<file path="src/rtl/vf_seq_pkg.sv">
package vf_seq_pkg;

  typedef enum logic [2:0] {
    STEP_NONE  = 3'd0,
    STEP_V_UP  = 3'd1,
    STEP_F_UP  = 3'd2,
    STEP_F_DN  = 3'd3,
    STEP_V_DN  = 3'd4
  } step_e;

endpackage

</file>
<file path="src/rtl/vf_target_latch.sv">
module vf_target_latch #(
  parameter int NUM_POINTS = 320,
  parameter int IDX_W      = $clog2(NUM_POINTS),
  parameter int RESET_IDX  = 0
) (
  input  logic             clk,
  input  logic             rst,
  input  logic [IDX_W-1:0] req_idx,
  input  logic             req_valid,
  output logic [IDX_W-1:0] goal_q
);

  localparam logic [IDX_W-1:0] MAX_IDX  = IDX_W'(NUM_POINTS - 1);
  localparam logic [IDX_W-1:0] INIT_IDX = IDX_W'(RESET_IDX);

  logic [IDX_W-1:0] clamped;

  always_comb begin
    clamped = (req_idx > MAX_IDX) ? MAX_IDX : req_idx;
  end

  always_ff @(posedge clk) begin
    if (rst) goal_q <= INIT_IDX;
    else if (req_valid) goal_q <= clamped;
  end

  // the latched target never exceeds the top operating point
  a_r6_goal_in_range: assert property (@(posedge clk) disable iff (rst)
    goal_q <= MAX_IDX);

endmodule

</file>
<file path="src/rtl/vf_settle_timer.sv">
module vf_settle_timer #(
  parameter int SETTLE_CYCLES = 43,
  parameter int CNT_W         = $clog2(SETTLE_CYCLES + 1)
) (
  input  logic clk,
  input  logic rst,
  input  logic start,
  output logic ready,
  output logic counting
);

  localparam logic [CNT_W-1:0] LOAD_VAL = CNT_W'(SETTLE_CYCLES - 1);

  logic             wait_q;
  logic [CNT_W-1:0] cnt_q;

  always_comb begin
    ready    = !wait_q || (cnt_q == '0);
    counting = wait_q;
  end

  always_ff @(posedge clk) begin
    if (rst) begin
      wait_q <= 1'b0;
      cnt_q  <= '0;
    end else if (start) begin
      wait_q <= 1'b1;
      cnt_q  <= LOAD_VAL;
    end else if (wait_q) begin
      if (cnt_q == '0) wait_q <= 1'b0;
      else cnt_q <= cnt_q - 1'b1;
    end
  end

  // a step may only be launched when the timer reports ready
  a_r5_start_when_ready: assert property (@(posedge clk) disable iff (rst)
    start |-> ready);

  // a fresh interval blocks the next step on the following cycle
  a_r5_start_blocks: assert property (@(posedge clk) disable iff (rst)
    start |=> (counting && !ready));

endmodule

</file>
<file path="src/rtl/vf_step_decide.sv">
module vf_step_decide
  import vf_seq_pkg::*;
#(
  parameter int IDX_W = 9
) (
  input  logic [IDX_W-1:0] v_cur,
  input  logic [IDX_W-1:0] f_cur,
  input  logic [IDX_W-1:0] goal,
  input  logic             going_up,
  input  logic             slot_open,
  output step_e            step
);

  always_comb begin
    step = STEP_NONE;
    if (slot_open) begin
      if (v_cur != f_cur) begin
        // finish the half-step already started, whatever the goal says
        step = going_up ? STEP_F_UP : STEP_V_DN;
      end else if (goal > v_cur) begin
        step = STEP_V_UP;
      end else if (goal < v_cur) begin
        step = STEP_F_DN;
      end
    end
  end

endmodule

</file>
<file path="src/rtl/vf_index_regs.sv">
module vf_index_regs
  import vf_seq_pkg::*;
#(
  parameter int IDX_W     = 9,
  parameter int RESET_IDX = 0
) (
  input  logic             clk,
  input  logic             rst,
  input  step_e            step,
  output logic [IDX_W-1:0] v_q,
  output logic [IDX_W-1:0] f_q,
  output logic             up_q
);

  localparam logic [IDX_W-1:0] INIT_IDX = IDX_W'(RESET_IDX);

  always_ff @(posedge clk) begin
    if (rst) begin
      v_q  <= INIT_IDX;
      f_q  <= INIT_IDX;
      up_q <= 1'b1;
    end else begin
      unique case (step)
        STEP_V_UP: begin
          v_q  <= v_q + 1'b1;
          up_q <= 1'b1;
        end
        STEP_F_UP: f_q <= f_q + 1'b1;
        STEP_F_DN: begin
          f_q  <= f_q - 1'b1;
          up_q <= 1'b0;
        end
        STEP_V_DN: v_q <= v_q - 1'b1;
        default: ;
      endcase
    end
  end

  // supply index never below clock index
  a_r2_volt_not_below_freq: assert property (@(posedge clk) disable iff (rst)
    v_q >= f_q);

  // indices never drift apart by more than one point
  a_r3_gap_at_most_one: assert property (@(posedge clk) disable iff (rst)
    (v_q - f_q) <= IDX_W'(1));

  // each register moves by at most one point per cycle
  a_r4_volt_unit_step: assert property (@(posedge clk) disable iff (rst)
    (v_q == $past(v_q)) || (v_q == $past(v_q) + IDX_W'(1)) || (v_q == $past(v_q) - IDX_W'(1)));
  a_r4_freq_unit_step: assert property (@(posedge clk) disable iff (rst)
    (f_q == $past(f_q)) || (f_q == $past(f_q) + IDX_W'(1)) || (f_q == $past(f_q) - IDX_W'(1)));

endmodule

</file>
<file path="src/rtl/vf_step_seq.sv">
module vf_step_seq
  import vf_seq_pkg::*;
#(
  parameter int NUM_POINTS    = 320,
  parameter int SETTLE_CYCLES = 43,
  parameter int RESET_IDX     = 0,
  parameter int IDX_W         = $clog2(NUM_POINTS)
) (
  input  logic             clk,
  input  logic             rst,
  input  logic [IDX_W-1:0] tgt_idx,
  input  logic             tgt_valid,
  output logic [IDX_W-1:0] volt_idx,
  output logic [IDX_W-1:0] freq_idx,
  output logic             busy
);

  localparam int SINCE_W = $clog2(SETTLE_CYCLES + 1);
  localparam logic [SINCE_W-1:0] SINCE_SAT = SINCE_W'(SETTLE_CYCLES);
  localparam logic [IDX_W-1:0]   INIT_IDX  = IDX_W'(RESET_IDX);

  logic [IDX_W-1:0] goal_q;
  logic [IDX_W-1:0] v_q, f_q;
  logic             up_q;
  logic             slot_open, settling;
  step_e            step;

  vf_target_latch #(
    .NUM_POINTS(NUM_POINTS), .IDX_W(IDX_W), .RESET_IDX(RESET_IDX)
  ) u_goal (
    .clk(clk), .rst(rst), .req_idx(tgt_idx), .req_valid(tgt_valid), .goal_q(goal_q)
  );

  vf_settle_timer #(
    .SETTLE_CYCLES(SETTLE_CYCLES)
  ) u_timer (
    .clk(clk), .rst(rst), .start(step != STEP_NONE), .ready(slot_open), .counting(settling)
  );

  vf_step_decide #(
    .IDX_W(IDX_W)
  ) u_decide (
    .v_cur(v_q), .f_cur(f_q), .goal(goal_q), .going_up(up_q),
    .slot_open(slot_open), .step(step)
  );

  vf_index_regs #(
    .IDX_W(IDX_W), .RESET_IDX(RESET_IDX)
  ) u_regs (
    .clk(clk), .rst(rst), .step(step), .v_q(v_q), .f_q(f_q), .up_q(up_q)
  );

  always_comb begin
    volt_idx = v_q;
    freq_idx = f_q;
    busy     = settling || (v_q != goal_q) || (f_q != goal_q);
  end

  // Spacing checker: cycles since an index change was last seen at the outputs
  logic [IDX_W-1:0]   v_prev, f_prev;
  logic [SINCE_W-1:0] since_q;
  logic               moved;

  always_comb moved = (v_q != v_prev) || (f_q != f_prev);

  always_ff @(posedge clk) begin
    if (rst) begin
      v_prev  <= INIT_IDX;
      f_prev  <= INIT_IDX;
      since_q <= SINCE_SAT;
    end else begin
      v_prev <= v_q;
      f_prev <= f_q;
      if (moved) since_q <= SINCE_W'(1);
      else if (since_q != SINCE_SAT) since_q <= since_q + 1'b1;
    end
  end

  // successive index changes are a full settle interval apart
  a_r5_step_spacing: assert property (@(posedge clk) disable iff (rst)
    moved |-> (since_q >= SINCE_SAT));

  // the two indices never change on the same cycle
  a_r4_one_index_per_cycle: assert property (@(posedge clk) disable iff (rst)
    !((v_q != v_prev) && (f_q != f_prev)));

  // any mismatch against the latched target shows as busy
  a_r7_busy_on_mismatch: assert property (@(posedge clk) disable iff (rst)
    ((v_q != goal_q) || (f_q != goal_q)) |-> busy);

  // state just after reset is the reset operating point, idle
  a_r1_reset_state: assert property (@(posedge clk)
    $fell(rst) |-> (v_q == INIT_IDX && f_q == INIT_IDX && !busy));

endmodule

</file>
<file path="config.mk">
export PLATFORM = sky130hd
export DESIGN_NAME = vf_step_seq
export DESIGN_NICKNAME = d
export VERILOG_FILES = /design/src/rtl/vf_seq_pkg.sv /design/src/rtl/vf_target_latch.sv /design/src/rtl/vf_settle_timer.sv /design/src/rtl/vf_step_decide.sv /design/src/rtl/vf_index_regs.sv /design/src/rtl/vf_step_seq.sv
export SDC_FILE = /design/constraint.sdc
export NUM_CORES = 1
export LEC_CHECK = 0
export ABC_AREA = 1
export ABC_CLOCK_PERIOD_IN_PS = 2900
export BUFFER_PORTS_ARGS = -buffer_cell sky130_fd_sc_hd__buf_2
export CAP_MARGIN = 15
export CORE_ASPECT_RATIO = 0.7
export CORE_MARGIN = 8
export CORE_UTILIZATION = 47
export DETAILED_ROUTE_END_ITERATION = 8
export GPL_TIMING_DRIVEN = 0
export HOLD_SLACK_MARGIN = 0.05
export PLACE_DENSITY = 0.67
export SLEW_MARGIN = 10
export SYNTH_ARGS = -nofsm -noshare
export SYNTH_HDL_FRONTEND = slang
export SYNTH_SLANG_ARGS = --single-unit
</file>
<file path="constraint.sdc">
create_clock -name clk -period 2.9 [get_ports clk]
set_input_delay 0.58 -clock clk [delete_from_list [all_inputs] [get_ports clk]]
set_output_delay 0.58 -clock clk [all_outputs]
set_load 0.02 [all_outputs]
</file>
## Yosys cells after proc, flatten, opt, wreduce, memory -nomap -nowiden

Index checks and enable logic that the tools add are counted.

- Flip-flop bits (word level): 35
- Input bits: 12
- Word-level logic and storage cells: 52

- Add/subtract/negate cells: 5
- Magnitude comparators: 3
- Eq/ne operators: 8
- Multiplexer cells: 15
- Bitwise gates (word level): 1
- Reduce and logical (&&, ||, !) cells: 13

Operator list:

| operator | count |
|---|---|
| $pmux W9 S2 | 2 |
| $ne A9 B9 Y1 | 3 |
| $add A9 B1 Y9 const B | 2 |
| $mux W6 | 3 |
| $sub A9 B1 Y9 const B | 2 |
| $mux W3 | 4 |
| $gt A9 B9 Y1 | 1 |
| $gt A9 B9 Y1 const B | 1 |
| $lt A9 B9 Y1 | 1 |
| $mux W9 | 1 |
| $reduce_bool A2 Y1 | 4 |
| $eq A3 B2 Y1 const B | 2 |
| $logic_not A6 Y1 | 1 |
| $sub A6 B1 Y6 const B | 1 |
| $reduce_and A2 Y1 | 2 |
| $eq A3 B1 Y1 const B | 1 |
| $eq A3 B3 Y1 const B | 1 |
| $logic_or A1 B1 Y1 | 3 |
| $mux W1 | 3 |
| $reduce_bool A3 Y1 | 1 |
| $mux W2 | 1 |
| $ne A2 B1 Y1 const B | 1 |
| $pmux W1 S2 | 1 |
| $reduce_or A2 Y1 | 1 |
| other kinds (2) | 2 |

## Depth between registers and ports, before layout

Gate-level depths: netlist of the first run.

- Depth in word-level cells: 8
- Depth in mapped cells: 20
- Depth with buffers taken out: 20

## Modules after synthesis

A second synthesis of the first run with hierarchy kept.

- Cell total of the unflattened synthesis: 493
- Area total of the unflattened synthesis: 2947.8 um2

By module, submodules not included:

| module | instances | cells an instance | area an instance (um2) |
|---|---|---|---|
| vf_index_regs | 1 | 232 | 1412.6 |
| vf_step_decide | 1 | 74 | 422.9 |
| vf_settle_timer | 1 | 59 | 417.9 |
| vf_step_seq | 1 | 87 | 347.8 |
| vf_target_latch | 1 | 41 | 346.6 |

## Worst setup path after synthesis of the first run

No wires, ideal clock.

- Kind: reg-to-reg
- Start: register u_regs.v_q[8]
- End: register u_regs.f_q[6]
- Setup time: 0.118 ns
- Arrival: 2.660 ns
- Required time: 2.782 ns
- Slack: 0.122 ns
- Cell stages (with the launch flop): 17
- Buffers on the path: 0
- Clock period less this slack: 2.778 ns
- Cells stage by stage: dfxtp_1 -> inv_1 -> ha_1 -> a21o_1 -> nor2_1 -> nand3_1 -> inv_1 -> nand4_1 -> inv_1 -> ha_1 -> a21oi_1 -> nand2_1 -> nand2_1 -> a21oi_1 -> nor2_1 -> xor2_1 -> a21oi_1

- Longest elaborated chain between the ends: 7

Ends and longest elaborated chain:

| what | line | RTL |
|---|---|---|
| from (decl) | vf_index_regs.sv:10 | `output logic [IDX_W-1:0] v_q,` |
| from (signal assigned) | vf_index_regs.sv:25 | `v_q <= v_q + 1'b1;` |
| from (signal assigned) | vf_index_regs.sv:33 | `STEP_V_DN: v_q <= v_q - 1'b1;` |
| $lt A9 B9 Y1 | vf_step_decide.sv:22 | `end else if (goal < v_cur) begin` |
| $mux W2 | vf_step_decide.sv:22 |  |
| $mux W3 | vf_step_decide.sv:20 | `end else if (goal > v_cur) begin` |
| $mux W3 (*) | vf_step_decide.sv:17 | `if (v_cur != f_cur) begin` |
| $mux W3 (*) | vf_step_decide.sv:16 | `if (slot_open) begin` |
| $eq A3 B2 Y1 | vf_index_regs.sv:23 | `unique case (step)` |
| $pmux W9 S2 or $reduce_bool A2 Y1 (tied branches) | n/a |  |
| to (signal assigned) | vf_index_regs.sv:28 | `STEP_F_UP: f_q <= f_q + 1'b1;` |
| to (signal assigned) | vf_index_regs.sv:30 | `f_q <= f_q - 1'b1;` |
| to (decl) | vf_index_regs.sv:11 | `output logic [IDX_W-1:0] f_q,` |

Mark *: on every way between the ends. The rest lies on a longest branch, timed or not.
A chain may end at the register's enable or synchronous reset.

## Worst setup path in the final report of the first run

- Start: register u_regs.v_q[4]
- End: register u_regs.f_q[7]

The elaborated chain is that of the path after synthesis.

==> results of run 1 <==
[kinds of logic (layout without fill, tap and decap cells)]
logic type	after synthesis	in the layout	synth area share
flops	35	35	0.2697
fa+ha+maj	27	27	0.1358
xor+xnor	20	20	0.06744
compound gates	80	80	0.1715
buf+inv	66	110	0.1026
simple gates	147	147	0.2529
[flip-flops by register name, summed over array words and instances, names as in the netlist]
register	count
u_timer.cnt_q	6
u_goal.goal_q	9
u_regs.v_q	9
u_regs.f_q	9
u_timer.counting	1
u_regs.up_q	1
[power groups by stage]
stage / logic (mW) / clock network, mW / registers [mW]
global route: 2.01 / 0.371 / 0.845
floorplan: 1.20 / 0 / 0.831
finish: 1.79 / 0.345 / 0.825
CTS: 1.65 / 0.354 / 0.787
global placement: 1.57 / 0 / 0.790
detailed placement: 1.61 / 0 / 0.795
[cells in the final DEF (no fill, tap or decap), drive strengths merged, types with 2 or more instances in the layout]
cell type and count:
buf 39, a221oi 2, a211oi 2, inv 59, dfxtp 35, a21oi 43, nor3 3, nand3 17
xor2 13, o21ai 29, nand2 80, xnor2 7, ha 25, nor2 36, fa 2, clkbuf 11
nand4 8
[what timing repair did]
action | 4_1_cts | 5_1_grt
gates resized for setup | 5 | 46
endpoints found under the setup margin | 4 | 9
cloned | 0 | 0
pin swaps | 1 | 4
setup buffers | 3 | 4
[through the flow]
step	hold slack [ns]	power (mW)
global placement	0.4782	2.361
detailed placement	0.4866	2.402
global route	0.5222	3.227
CTS	0.5026	2.793
finish	0.5018	2.961
floorplan	0.4621	2.027
[worst max-delay path: cells and delay by family, from the launching register on]
kind	cells	cell delay [ns]
AND/OR/NAND/NOR	8	0.71
adder cells (fa/ha/maj)	2	0.53
AO/OA/AOI/OAI	4	0.50
buffers and inverters	5	0.48
flip-flops	1	0.36
[cell type report]
type	count	area, sq um	share of cell area
clock inverters	1	5.005	0.001587
plain buffers	7	45.04	0.01428
clock buffers	7	76.32	0.02420
flip-flops and latches	35	743.2	0.2356
repair buffers	36	201.4	0.06386
well taps	72	90.09	0.02856
inverters	59	224.0	0.07100
multi-input cells	274	1769	0.5609
[layer usage]
metal	share of wire	vias to the layer above	global-route usage
li1	-	1308	-
met5	0	-	0
met2	0.42	46	0.2383
met1	0.53	1131	0.2172
met4	0.0051	0	0.03972
met3	0.045	2	0.03915
[worst max-delay path by stage]
stage,from,end,slack (ns),depth (start not counted)
2_1_floorplan,u_regs.v_q[8],u_regs.f_q[6],0.12,16
3_3_place_gp,u_regs.v_q[6],u_regs.f_q[6],-0.13,17
3_5_place_dp,u_regs.v_q[6],u_regs.f_q[6],-0.18,17
4_1_cts,u_regs.f_q[3],u_regs.v_q[8],0.0005,20
5_1_grt,u_regs.v_q[3],u_regs.f_q[8],-0.009,20
6_report,u_regs.v_q[4],u_regs.f_q[7],0.21,19
[cell usage after synthesis]
master,count
ha_1,25
o22ai_1,1
a21o_1,1
nor2_1,30
nor2_2,5
a221oi_1,2
a21oi_2,4
or2_2,1
nor3_1,3
a211oi_1,2
o211ai_1,1
inv_2,4
o21ai_1,6
nand3_1,16
nand2_2,5
nand4_2,1
buf_6,2
dfxtp_1,35
inv_1,55
nand4_1,7
nand2_1,75
o21ai_2,2
clkbuf_1,4
nand2b_1,1
xnor2_1,7
fa_1,2
o21ai_0,21
nand3b_1,1
o311ai_0,1
xor2_1,13
a21oi_1,39
nand3_4,1
buf_4,1
nor2_4,1
==> impl_metrics.env, run 1 <==
export IMPL_p_sw_frac=0.4894
export IMPL_htree_levels=2
export IMPL_gr_total_overflow=0
export IMPL_p_per_area_nw_per_um2=938.9
export IMPL_finalClockSkew_ns=0.007256
export IMPL_areaGrowthSynthToFinish_pct=21.44
export IMPL_cts_sinks=35
export IMPL_finalHoldViolations=0
export IMPL_nFillCells=516
export IMPL_drt_first_pass_iters=4
export IMPL_fin_util=0.5968
export IMPL_crit_required_ns=3.07
export IMPL_max_freq_mhz=371.9
export IMPL_postSynthNetCount=414
export IMPL_die_area_sq_um=8200
export IMPL_synth_avg_cell_area_sq_um=6.927
export IMPL_hpwl_mm=5.106
export IMPL_vias_per_cell=5.065
export IMPL_cts_max_path_buffers=2
export IMPL_grt_util_all_layers=0.1572
export IMPL_crit_path_end_kind="register"
export IMPL_die_w_um=104.9
export IMPL_seqPwrFrac=0.278
export IMPL_dpl_worst_slack_ns=-0.1831
export IMPL_synth_area_leaders="dfxtp_1 27%, ha_1 12%, nand2_1 11%"
export IMPL_place_gp_congestion=0.8342
export IMPL_maxCapViolations=0
export IMPL_pwr_share_clk=0.116
export IMPL_cts_made_buffers=5
export IMPL_layout_drive_gt1_share=0.2578
export IMPL_r2r_end="u_regs.f_q[7]"
export IMPL_routedWlPerCell_um=13.71
export IMPL_setup_tns_final_ns=0
export IMPL_cpMostUsedCell="nand2_1"
export IMPL_drt_iter0_markers=104
export IMPL_min_period_over_period=0.9273
export IMPL_synth_top_area_cell="dfxtp_1"
export IMPL_grt_pass1_vias=2305
export IMPL_ys_ff_latch=35
export IMPL_grt_pass1_wl_mm=10.68
export IMPL_die_h_um=78.20
export IMPL_pwr_share_comb=0.605
export IMPL_yosys_warnings=0
export IMPL_holdCritStartpoint="u_regs.up_q"
export IMPL_setup_ws_ns=0.2108
export IMPL_cts_tree="done"
export IMPL_synth_top_area_share=0.2697
export IMPL_netlist_instances=375
export IMPL_core_region_area_sq_um=5285
export IMPL_ff2ff_path_depth=19
export IMPL_place_area_sq_um=2833
export IMPL_io_pins=31
export IMPL_placed_cells=476
export IMPL_worstPathMaxFanout=8
export IMPL_via_count=2487
export IMPL_num_nets_final=457
export IMPL_final_area_sq_um=3154
export IMPL_clkLatencyLatePin_ns=0.28
export IMPL_hold_path_end="u_regs.up_q"
export IMPL_num_rows=22
export IMPL_crit_slowest_cell="dfxtp_4"
export IMPL_cts_hold_buf=0
export IMPL_p_int_mw=1.512
export IMPL_r2r_slack_ns=0.21
export IMPL_start_kind="register"
export IMPL_criticalPathCategory="reg -> reg"
export IMPL_grt_max_degree=11
export IMPL_r2r_start="u_regs.v_q[4]"
export IMPL_netlist_area_sq_um=2597
export IMPL_portBuffers=29
export IMPL_holdPathStages=2
export IMPL_tightest_slew_ns=0.6364
export IMPL_status="complete, no violations"
export IMPL_arrival_ns=2.86
export IMPL_slowest_delay_ns=0.36
export IMPL_hp_class="reg -> reg"
export IMPL_setup_viol=0
export IMPL_antenna_found_initial=0
export IMPL_netSwitchingPower_mw=1.449
export IMPL_relSlewSlack=0.5713
export IMPL_fin_crit_ns=2.689
export IMPL_p_leak_nw=1.517
export IMPL_drc=0
export IMPL_maxSlewViolCount=0
export IMPL_peakVddDrop_uv=356.5
export IMPL_path_cells="inv_1 > ha_1 > nand2_1 > inv_1 > nand2_1 > nand2_1 > nand2_1 > nand3_2 > inv_2 > nand4_1 > inv_4 > buf_6 > ha_4 > nand2_1 > a21oi_1 > a211oi_2 > nand2_1 > a21oi_1 > a21oi_1"
export IMPL_ant_nets=0
export IMPL_fin_cells=491
export IMPL_ys_types=34
export IMPL_ys_seq_area_frac=0.2697
export IMPL_finalWirelength_mm=6.730
export IMPL_antennaDiodeCount=0
export IMPL_root_buffer="clkbuf_8"
export IMPL_start_util=0.4915
export IMPL_cts_clk_slew_worst_paths_ns=0.07
(Power assumes the default switching activity.)
==> inputs of run 2 (changes only) <==
Settings changed: GPL_TIMING_DRIVEN 0 to not set.
==> impl_metrics.env, run 2 (same netlist as run 1, synthesis figures left out) <==
export IMPL_status="complete, no violations"
export IMPL_max_freq_mhz=355.9
export IMPL_hp_class="reg -> reg"
export IMPL_finalHoldViolations=0
export IMPL_clkLatencyLatePin_ns=0.29
export IMPL_drt_first_pass_iters=4
export IMPL_cts_sinks=35
export IMPL_arrival_ns=3.00
export IMPL_cts_tree="done"
export IMPL_die_area_sq_um=8200
export IMPL_cts_max_path_buffers=2
export IMPL_areaGrowthSynthToFinish_pct=28.66
export IMPL_p_leak_nw=1.621
export IMPL_cts_made_buffers=5
export IMPL_relSlewSlack=0.4816
export IMPL_top_regs="u_goal.goal_q: 9 flops, u_regs.f_q: 9 flops, u_regs.v_q: 9 flops"
export IMPL_place_gp_congestion=0.9399
export IMPL_antennaDiodeCount=0
export IMPL_mostFrequentLayoutCells="71 x nand2_1, 49 x inv_1, 35 x a21oi_1"
export IMPL_finalWirelength_mm=7.722
export IMPL_setup_ws_ns=0.09048
export IMPL_via_count=2645
export IMPL_routedWlPerCell_um=15.14
export IMPL_crit_path_end_kind="register"
export IMPL_worstPathMaxFanout=4
export IMPL_vias_per_cell=5.186
export IMPL_finalClockSkew_ns=0.008560
export IMPL_ant_nets=0
export IMPL_grt_pass1_vias=2351
export IMPL_crit_required_ns=3.09
export IMPL_htree_levels=2
export IMPL_p_per_area_nw_per_um2=929.9
export IMPL_grt_util_all_layers=0.1715
export IMPL_maxCapViolations=0
export IMPL_cts_clk_slew_worst_paths_ns=0.07
export IMPL_start_kind="register"
export IMPL_maxSlewViolCount=0
export IMPL_drt_iter0_markers=191
export IMPL_final_common_cell="nand2_1"
export IMPL_drc=0
export IMPL_root_buffer="clkbuf_8"
export IMPL_hpwl_mm=5.531
export IMPL_criticalPathCategory="reg -> reg"
export IMPL_portBuffers=30
export IMPL_grt_pass1_wl_mm=11.40
export IMPL_min_period_over_period=0.9688
export IMPL_num_rows=22
export IMPL_die_w_um=104.9
export IMPL_core_region_area_sq_um=5285
export IMPL_setup_viol=0
export IMPL_num_nets_final=476
export IMPL_io_pins=31
export IMPL_tightest_slew_ns=0.7767
export IMPL_fin_crit_ns=2.810
export IMPL_antenna_found_initial=0
export IMPL_fin_util=0.6323
export IMPL_layout_drive_gt1_share=0.3151
export IMPL_die_h_um=78.20
export IMPL_dpl_worst_slack_ns=0.0006195
export IMPL_peakVddDrop_uv=321.7
export IMPL_rsz0062_at_grt="yes"
export IMPL_fin_hold_ws_ns=0.5246
export IMPL_cts_hold_buf=0
export IMPL_grt_max_degree=25
export IMPL_start_util=0.4915
export IMPL_gr_total_overflow=0
run 2: cell count changes in the layout (fill, tap and decap cells not counted), moves of 3 or more:
cell / change
buf_4: +24
dfxtp_4: -7
clkbuf_1: -4
dfxtp_1: +4
buf_6: -3
dfxtp_2: +3
ha_1: -3
ha_4: +3
run 2: through the flow:
step                instances  total power [mW]  cell area, sq um  TNS [ns]
floorplan                 375             2.027              2597         0
global placement          491             2.448              2950         0
detailed placement        491             2.482              2950         0
CTS                       499             2.837              3032         0
global route              510             3.365              3342   -0.3210
finish                    510             3.108              3342         0
run 2: routing by layer:
layer	vias to the layer above	GRT usage	routed length [um]
li1	1348	-	-
met1	1203	0.2477	3778
met2	87	0.2364	3296
met3	7	0.04731	568
met4	0	0.05674	78
met5	-	0	0
run 2: worst max-delay path, cell delays in order (launching register included):
cell	delay (ns)
dfxtp_4	0.35
inv_1	0.05
ha_1	0.30
nand2_2	0.06
nor2_2	0.13
nand3b_1	0.11
nand3_2	0.11
inv_2	0.04
nand4_1	0.19
clkinvlp_4	0.23
fa_2	0.44
nand3_2	0.10
nand2_2	0.08
a21oi_2	0.16
nand2b_4	0.15
nand3_2	0.07
nand2_1	0.07
nor2_1	0.06
run 2: worst paths after layout:
| path | start | to | slack [ns] | cells after the start |
|---|---|---|---|---|
| max | u_regs.v_q[3] | u_regs.f_q[8] | 0.09 | 17 |
| min | u_regs.up_q | u_regs.up_q | 0.52 | 2 |
| min reg2reg | u_regs.up_q | u_regs.up_q | 0.52 | 2 |
| max reg2reg | u_regs.v_q[3] | u_regs.f_q[8] | 0.09 | 17 |
run 2: power by group:
| group | switching [mW] | internal, mW |
|---|---|---|
| combinational | 1.24 | 0.776 |
| clock | 0.182 | 0.169 |
| sequential | 0.120 | 0.620 |
| total | 1.54 | 1.56 |
run 2: timing repair:
item | 4_1_cts | 5_1_grt
gates cloned | 0 | 1
setup endpoints to repair | 2 | 9
setup buffers | 0 | 10
resized for setup | 1 | 53
pin swaps | 0 | 16
run 2: final cells by class:
cell class                      instances  area (sq um)
Clock inverter                          1         5.005
Multi-Input combinational cell        274          1836
Timing Repair Buffer                   61         382.9
Inverter                               59         224.0
Tap cell                               72         90.09
Clock buffer                            7         76.32
Sequential cell                        35         720.7
Timing Repair inverter                  1         7.507
Fill cell                             497          1943
